===== config.mk =====
export PLATFORM = sky130hd
export DESIGN_NAME = nest_irq_ctrl
export DESIGN_NICKNAME = d
export VERILOG_FILES = /design/src/rtl/nest_irq_ctrl.sv
export SDC_FILE = /design/constraint.sdc
export NUM_CORES = 1
export LEC_CHECK = 0
export BUFFER_PORTS_ARGS = -buffer_cell sky130_fd_sc_hd__buf_2
export CORE_UTILIZATION = 51
export DETAILED_ROUTE_END_ITERATION = 16
export GPL_TIMING_DRIVEN = 0
export MAX_ROUTING_LAYER = met4
export PLACE_DENSITY = 0.79
export SKIP_CTS_REPAIR_TIMING = 1
export SYNTH_ARGS = -nofsm -noshare
export SYNTH_HDL_FRONTEND = slang
export SYNTH_SLANG_ARGS = --single-unit

===== constraint.sdc =====
create_clock -name clk -period 2.07 [get_ports clk]
set_input_delay 0.5175 -clock clk [delete_from_list [all_inputs] [get_ports clk]]
set_output_delay 0.5175 -clock clk [all_outputs]
set_load 0.03 [all_outputs]

===== src/rtl/nest_irq_ctrl.sv =====
module nest_irq_ctrl #(
  parameter int CASC = 2
) (
  input  logic       clk,
  input  logic       rst_n,
  input  logic [7:0] irq_in,
  input  logic       mask_wr,
  input  logic [7:0] mask_data,
  input  logic [4:0] vec_base,
  input  logic       ack,
  input  logic       eoi,
  input  logic       auto_eoi,
  input  logic       sfnm,
  input  logic       smm,
  output logic       int_out,
  output logic       vec_valid,
  output logic [7:0] vector,
  output logic [7:0] isr_q
);
  logic [7:0] irq_d, irr, imr, isr;
  logic [7:0] pend, allow, elig, win, eoi_bit;
  logic [2:0] win_lvl;
  logic       any;

  assign pend = irr & ~imr;

  always_comb begin
    for (int i = 0; i < 8; i++) begin
      logic [7:0] le, lt;
      le = 8'((9'd2 << i) - 9'd1);
      lt = 8'((9'd1 << i) - 9'd1);
      if (smm)                  allow[i] = 1'b1;
      else if (sfnm && i == CASC) allow[i] = ~|(isr & lt);
      else                      allow[i] = ~|(isr & le);
    end
  end

  assign elig    = pend & allow;
  assign any     = |elig;
  assign int_out = any & ~ack;

  always_comb begin
    win     = '0;
    win_lvl = 3'd7;
    eoi_bit = '0;
    for (int i = 7; i >= 0; i--) begin
      if (elig[i]) begin
        win     = '0;
        win[i]  = 1'b1;
        win_lvl = 3'(i);
      end
      if (isr[i]) begin
        eoi_bit    = '0;
        eoi_bit[i] = 1'b1;
      end
    end
  end

  always_ff @(posedge clk or negedge rst_n) begin
    if (!rst_n) begin
      irq_d     <= '0;
      irr       <= '0;
      imr       <= '0;
      isr       <= '0;
      vec_valid <= 1'b0;
      vector    <= '0;
    end else begin
      irq_d     <= irq_in;
      irr       <= irq_in & (irr | ~irq_d) & ~(ack ? win : 8'h00);
      if (mask_wr) imr <= mask_data;
      isr       <= (isr & ~(eoi ? eoi_bit : 8'h00)) | ((ack && !auto_eoi) ? win : 8'h00);
      vec_valid <= ack;
      if (ack) vector <= {vec_base, any ? win_lvl : 3'd7};
    end
  end

  assign isr_q = isr;

  AST_MASKED_SILENT: assert property (@(posedge clk) disable iff (!rst_n)
    int_out |-> (irr & ~imr) != 8'h00);

  AST_NEST_ADDS_LEVEL: assert property (@(posedge clk) disable iff (!rst_n)
    (ack && any && !eoi && !auto_eoi && !smm && !sfnm)
      |=> $countones(isr) == $countones($past(isr)) + 1);

  AST_EOI_ONE_LEVEL: assert property (@(posedge clk) disable iff (!rst_n)
    (eoi && !ack && isr != 8'h00)
      |=> $countones(isr) + 1 == $countones($past(isr)));

  AST_AEOI_KEEPS_ISR: assert property (@(posedge clk) disable iff (!rst_n)
    (ack && auto_eoi && !eoi) |=> isr == $past(isr));

  AST_SPURIOUS_VEC: assert property (@(posedge clk) disable iff (!rst_n)
    (ack && !any && !eoi) |=> vector[2:0] == 3'd7 && isr == $past(isr));

  AST_VALID_FOLLOWS_ACK: assert property (@(posedge clk) disable iff (!rst_n)
    ack |=> vec_valid);
endmodule


# After elaboration in Yosys (flattened, before gate mapping)
# Index checks and enable logic that the tools add are counted.
[word_totals]
register_bits = 41
output_inout_bits = 18
wordCells = 73
[classes]
mux = 36
bitwise = 13
reduce_logical = 18
[op_table]
columns = ["cell", "n"]
rows = [
  ["$mux 8", 19],
  ["$and 8x8->8", 5],
  ["$not 8->8", 4],
  ["$mux 3", 7],
  ["$or 8x8->8", 2],
  ["$reduce_or 8->1", 2],
  ["$mux 1", 10],
  ["$logic_not 1->1", 9],
  ["$reduce_or 7->1", 1],
  ["$reduce_or 6->1", 1],
  ["$reduce_or 5->1", 1],
  ["$reduce_or 4->1", 1],
  ["$reduce_or 3->1", 1],
  ["$reduce_or 2->1", 1],
  ["$and 1x1->1", 1],
  ["$logic_and 1x1->1", 1],
  ["$not 1->1", 1],
]

# Depth between registers and ports, before layout
# Gate-level depths: netlist (run 1).
[depth]
depth_word = 16
depth_mapped = 6
mapped_depth_nobuf = 5

# Worst setup path before layout (run 1)
# OpenSTA, ideal clock, no wires.
[synth_path]
path_kind = "flip-flop to output port"
from = "register isr[0] (netlist: isr_q[0])"
to = "output port int_out"
t_arrival_ps = 1908
required_time_ps = 1553
setup_slack_ps = -355
path_stages_with_launch = 6
cell_sequence = "dfrtp_1 > nor4_4 > a31oi_1 > nor3b_2 > nor3_1 > nor2_1"
[synth_between]
elab_chain_cells = 7
[synth_rtl]
columns = ["element", "line", "source"]
rows = [
  ["from (decl)", "20", "logic [7:0] irq_d, irr, imr, isr;"],
  ["from (signal assigned)", "71", "isr <= (isr & ~(eoi ? eoi_bit : 8'h00)) | ((ack && !auto_eoi) ? win : 8'h00);"],
  ["$reduce_or 3->1 / $reduce_or 2->1 (equally long branches)", "34, 33", ""],
  ["$logic_not 1->1, on equally long branches", "34, 33", ""],
  ["$mux 1", "33", "else if (sfnm && i == CASC) allow[i] = ~|(isr & lt);"],
  ["$mux 1", "32", "if (smm) allow[i] = 1'b1;"],
  ["$and 8x8->8 *", "38", "assign elig = pend & allow;"],
  ["$reduce_or 8->1 *", "39", "assign any = |elig;"],
  ["$and 1x1->1 *", "40", "assign int_out = any & ~ack;"],
  ["to (decl)", "15", "output logic int_out,"],
]
# Every way passes the cells marked *; elsewhere a longest branch is shown, timed or not.

# Worst setup path in the final report (run 1)
[layout_path]
from = "register isr[1] (netlist: isr_q[1])"
to = "output port int_out"
# Same word-level chain as after synthesis.

==> results of run 1 <==
==> power by group through the flow <==
stage | clock network (mW) | registers, mW | logic, mW
finish | 0.403 | 0.910 | 0.456
global route | 0.446 | 0.921 | 0.496
CTS | 0.416 | 0.910 | 0.391
detailed placement | 0 | 0.926 | 0.390
global placement | 0 | 0.924 | 0.381
floorplan | 0 | 0.987 | 0.196
==> cell type report <==
type,count,area share (%)
plain buffers,4,0.7799
clock buffers,7,2.451
inverters,13,2.173
multi-input cells,105,32.81
well taps,46,2.563
repair buffers,54,13.37
flip-flops and latches,41,45.85
==> cells by family (layout without fill, tap and decap cells) <==
| group | Yosys count | after routing | synth area share, % |
|---|---|---|---|
| mux | 12 | 12 | 7.574 |
| compound gates | 47 | 47 | 17.32 |
| simple gates | 46 | 46 | 13.96 |
| flops | 41 | 41 | 57.50 |
| buf+inv | 17 | 78 | 3.646 |
==> worst max path at each step <==
stage	cells past startpoint	endpoint	startpoint	slack, ps
global route	7	int_out	isr_q[1]	-520
global placement	8	int_out	smm	-510
finish	7	int_out	isr_q[1]	-450
floorplan	5	int_out	isr_q[2]	-190
CTS	6	int_out	isr_q[2]	-760
detailed placement	8	int_out	smm	-520
==> state kept, by name, summed over array words and instances (netlist names) <==
signal	count
imr	8
irq_d	8
irr	8
isr_q	8
vector	8
vec_valid	1
==> layout by cell type, fill, tap and decap left out, drive strengths merged, types with 3 or more instances in the layout <==
| cell type | n |
|---|---|
| buf | 56 |
| dfrtp | 41 |
| nor2 | 14 |
| inv | 13 |
| a21oi | 12 |
| o21ai | 12 |
| mux2 | 12 |
| clkbuf | 9 |
| nand2 | 8 |
| nand2b | 7 |
| nor2b | 5 |
| a22o | 4 |
| nand3 | 3 |
| o22ai | 3 |
| a31oi | 3 |
==> routing by layer <==
layer | track usage [%] | share of wire, % | up-vias
met5 | - | 0 | -
li1 | - | - | 701
met2 | 35.09 | 47 | 54
met3 | 4.622 | 5.8 | 8
met4 | 9.740 | 1.9 | 0
met1 | 29.68 | 45 | 702
==> critical path: stages (launching register included) <==
cell and delay [ps]:
dfrtp_2 450, nor4_4 320, buf_6 170, a31oi_4 90
nor3b_4 270, nor3_2 70, nor2_2 120, buf_6 150
==> flow_metrics.env, run 1 <==
export IMPL_hold_path_class="in -> async"
export IMPL_viasPerCell=5.426
export IMPL_grt_pass1_vias=1319
export IMPL_ys_top_cells_by_area="dfrtp_1 (58%), mux2_2 (7.6%), a21oi_1 (3.4%)"
export IMPL_endpoint_kind="primary output"
export IMPL_hold_worst_slack_ps=269.3
export IMPL_synth_cells=163
export IMPL_worstSetupPathType="reg -> out"
export IMPL_clock_path_buffers=2
export IMPL_p_sw_mw=0.5531
export IMPL_die_x_um=61.15
export IMPL_worst_r2r_startpoint="isr_q[1]"
export IMPL_place_gp_congestion=0.8793
export IMPL_peakVddDrop_mv=0.4200
export IMPL_crit_path_max_fanout=5
export IMPL_dieArea_um2=3739
export IMPL_seqPwrFrac_pct=51.5
export IMPL_die_y_um=61.15
export IMPL_fin_area_um2=2246
export IMPL_outcome="complete, but fails checks"
export IMPL_powerDensity_nw_per_um2=787.5
export IMPL_pre_cts_slack_ps=-519.9
export IMPL_antenna_found_initial=0
export IMPL_synth_ff_type="dfrtp_1"
export IMPL_area_delta_synth_final_pct=25.88
export IMPL_start_util_pct=53.47
export IMPL_synth_common_cells="dfrtp_1 (41), nor2_1 (14), inv_1 (13)"
export IMPL_synth_avg_cell_area_um2=10.95
export IMPL_p_sw_share_pct=31.27
export IMPL_required_ps=1550
export IMPL_cts_buffers=5
export IMPL_core_area_um2=3337
export IMPL_synth_most_common_cell="dfrtp_1"
export IMPL_worst_slew_pin_slew_ps=886.9
export IMPL_rrSetupSlack_ps=70
export IMPL_dp_hpwl_um=2719
export IMPL_synth_edf_count=0
export IMPL_start_kind="flop"
export IMPL_ant_nets=0
export IMPL_io_buffers=45
export IMPL_fmax_mhz=397.3
export IMPL_r2r_end="vector[0]"
export IMPL_min_period_ps=2517
export IMPL_tns_ps=-447.1
export IMPL_seq_area_um2=1030
export IMPL_dp_cells=254
export IMPL_intPower_mw=1.216
export IMPL_vias=1465
export IMPL_layout_nets=253
export IMPL_nFillCells=269
export IMPL_cts_htree_levels=2
export IMPL_drv_cap=0
export IMPL_violations="negative setup slack"
export IMPL_drc=0
export IMPL_synth_top_area_share_pct=57.50
export IMPL_max_slew_margin_pct=40.87
export IMPL_synth_area_leader_cell="dfrtp_1"
export IMPL_yosys_cell_types_count=36
export IMPL_routedWlPerCell_um=14.45
export IMPL_finalCritPeriodShare_pct=121.6
export IMPL_syn_nets=192
export IMPL_drv_slew=0
export IMPL_gr_total_overflow=0
export IMPL_drt_iter0_markers=60
export IMPL_grt_max_degree=42
export IMPL_clkTransAtPathRegs_ps=120
export IMPL_multi_input_area_um2=737.0
export IMPL_r2r_cells=7
export IMPL_cts_sinks=41
export IMPL_track_usage_pct=22.89
export IMPL_post_route_cells_drive_above_1_share_pct=38.84
export IMPL_async_reset_ff_share_pct=100.0
export IMPL_fin_util_pct=67.30
export IMPL_yosysSeqAreaShare_pct=57.50
export IMPL_layout_setup_ws_ps=-447.1
export IMPL_final_hold_violation_count=0
export IMPL_synth_seq_cells=41
export IMPL_rsz0062_at_grt="yes"
export IMPL_fp_row_count=21
export IMPL_comb_power_share_pct=25.8
export IMPL_fin_cells=270
export IMPL_clk_root_buffer_cell="clkbuf_4"
export IMPL_fin_skew_ps=11.33
export IMPL_power_mw=1.769
export IMPL_yosys_warnings=0
export IMPL_grt_pass1_wl_um=5871
export IMPL_drt_wl_total_um=3902
export IMPL_pin_count=47
export IMPL_cp_arrival_ps=2000
export IMPL_firstDrtPassIters=4
export IMPL_synth_area_um2=1784
export IMPL_setup_viol=1
export IMPL_clock_latency_ps=350
export IMPL_power_frac_clock_pct=22.8
export IMPL_antenna_cells=0
export IMPL_p_leak_nw=1.077
export IMPL_tritoncts="yes"
export IMPL_place_area_um2=2072
Note: power is estimated with default switching activity, not from simulation.
==> inputs of run 2 (changes only) <==
CORE_UTILIZATION = 55   (was 51)
PLACE_DENSITY = 0.84   (was 0.79)
clock period = 3.2 ns   (was 2.07 ns; I/O delays follow)
==> run 2 against run 1 <==
The run now ends clean. Non-clock buffer count fell by 6. Sequential share of layout area grew 1.9 points. Clock power is 33% lower. Combinational power decreased by 41%. Register-to-register slack better by 1100 ps. Final cell count shrank 3.0%. Total power is 36% lower. Highest routed layer unchanged. Critical path type is now in -> out.
==> flow_metrics.env, run 2 (synthesis results as in run 1) <==
export IMPL_tns_ps=0
export IMPL_cts_buffers=5
export IMPL_crit_top_cell="buf_2"
export IMPL_clock_latency_ps=360
export IMPL_fmax_mhz=324.2
export IMPL_grt_pass1_wl_um=6354
export IMPL_clock_path_buffers=2
export IMPL_max_slew_margin_pct=39.54
export IMPL_fin_cells=262
export IMPL_crit_path_max_fanout=10
export IMPL_hold_path_class="reg -> reg"
export IMPL_hold_worst_slack_ps=492.6
export IMPL_track_usage_pct=25.91
export IMPL_antenna_cells=0
export IMPL_die_y_um=58.96
export IMPL_grt_pass1_vias=1391
export IMPL_dp_hpwl_um=2833
export IMPL_drc=0
export IMPL_gr_usage_met1_pct=34.12
export IMPL_powerDensity_nw_per_um2=524.0
export IMPL_mostFrequentLayoutCells="buf_2 (46), dfrtp_1 (41), nor2_1 (14)"
export IMPL_met2_usage_pct=38.47
export IMPL_drt_wl_total_um=4000
export IMPL_antenna_found_initial=0
export IMPL_endpoint_kind="primary output"
export IMPL_tritoncts="yes"
export IMPL_area_delta_synth_final_pct=20.48
export IMPL_worst_slew_pin_slew_ps=906.8
export IMPL_start_kind="input port"
export IMPL_setup_viol=0
export IMPL_peakVddDrop_mv=0.2910
export IMPL_worst_r2r_startpoint="isr_q[0]"
export IMPL_max_stage_delay_ps=250
export IMPL_start_util_pct=58.44
export IMPL_post_route_cells_drive_above_1_share_pct=33.03
export IMPL_drt_iter0_markers=96
export IMPL_dieArea_um2=3476
export IMPL_final_common_cell="buf_2"
export IMPL_crit_family="compound AO/OA/AOI/OAI gates"
export IMPL_clk_root_buffer_cell="clkbuf_4"
export IMPL_cts_sinks=41
export IMPL_fin_skew_ps=19.32
export IMPL_finalCritPeriodShare_pct=96.41
export IMPL_min_period_ps=3085
export IMPL_p_leak_nw=1.041
export IMPL_grt_max_degree=42
export IMPL_firstDrtPassIters=4
export IMPL_cp_slowest_cell="o21bai_1"
export IMPL_pin_count=47
export IMPL_vias=1504
export IMPL_fp_row_count=20
export IMPL_routedWlPerCell_um=15.27
export IMPL_outcome="finished clean"
export IMPL_drv_cap=0
export IMPL_clkTransAtPathRegs_ps=100
export IMPL_cp_buffers_inverters=3
export IMPL_io_buffers=45
export IMPL_layout_nets=247
export IMPL_final_hold_violation_count=0
export IMPL_grt_busiest_layer="met2"
export IMPL_drv_slew=0
export IMPL_cp_startpoint="smm"
export IMPL_die_x_um=58.96
export IMPL_cp_arrival_ps=2280
export IMPL_hp_start="vector[2]"
export IMPL_ant_nets=0
export IMPL_core_area_um2=3053
export IMPL_cts_htree_levels=2
export IMPL_gr_total_overflow=0
export IMPL_place_gp_congestion=0.9046
export IMPL_crit_chain="buf_2, clkbuf_1, o21bai_1, a32oi_2, o221ai_2, nor3_1, nor2_1, buf_2"
export IMPL_viasPerCell=5.740
export IMPL_grtUsageMet3_pct=7.692
export IMPL_required_ps=2400
export IMPL_worstSetupPathType="in -> out"
export IMPL_rsz0062_at_grt="no"
export IMPL_dp_cells=252
[run 2: cell count changes in the layout (fill, tap and decap cells not counted), sizes merged]
cell and change:
buf -6
[run 2: worst paths after layout]
check | endpoint | slack, ps | cells after the start
setup / recovery | int_out | 120 | 8
hold / removal | vector[2] | 490 | 2
setup reg to reg | vector[0] | 1190 | 5
hold reg to reg | vector[2] | 490 | 2
max in group asynchronous | imr[5] | 2070 | 1
min in group asynchronous | irr[2] | 540 | 1
[run 2: final cells by class]
type                       count  area (um2)
multi-input combinational    105       700.7
fill                         241       903.4
timing repair buffer          48       247.7
sequential                    41        1026
tap                           44       55.05
inverter                      13       48.80
clock buffer                   7       55.05
buffer                         4       16.27
[run 2: power by group]
group / switching [mW] / internal (mW) / total [mW] / leakage [nW]
Clock: 0.166 / 0.104 / 0.270 / 0.0314
Sequential: 0.0276 / 0.562 / 0.590 / 0.501
Combinational: 0.164 / 0.103 / 0.267 / 0.509
[run 2: layer usage]
layer  wire (um)  vias up
li1            -      691
met1        1726      717
met2        1875       88
met3         338        8
met4          59        0
met5           0        -
[run 2: worst register-to-register path, cell delays in order (launching register included)]
cell,delay (ps)
dfrtp_1,480
or2b_1,300
a32oi_2,280
o221ai_2,180
o31ai_1,460
o32a_1,230
[run 2: metrics by stage]
| stage | cell area, um2 | worst slack (ps) | total power [mW] | util, % |
|---|---|---|---|---|
| 2_1_floorplan | 1784 | 492.2 | 0.7639 | - |
| 3_3_place_gp | 2064 | 129.1 | 0.8399 | 67.62 |
| 3_5_place_dp | 2064 | 128.8 | 0.8498 | 67.62 |
| 4_1_cts | 2120 | 70.52 | 1.118 | 69.43 |
| 5_1_grt | 2150 | 38.71 | 1.174 | 70.41 |
| 6_report | 2150 | 115.0 | 1.126 | 70.41 |
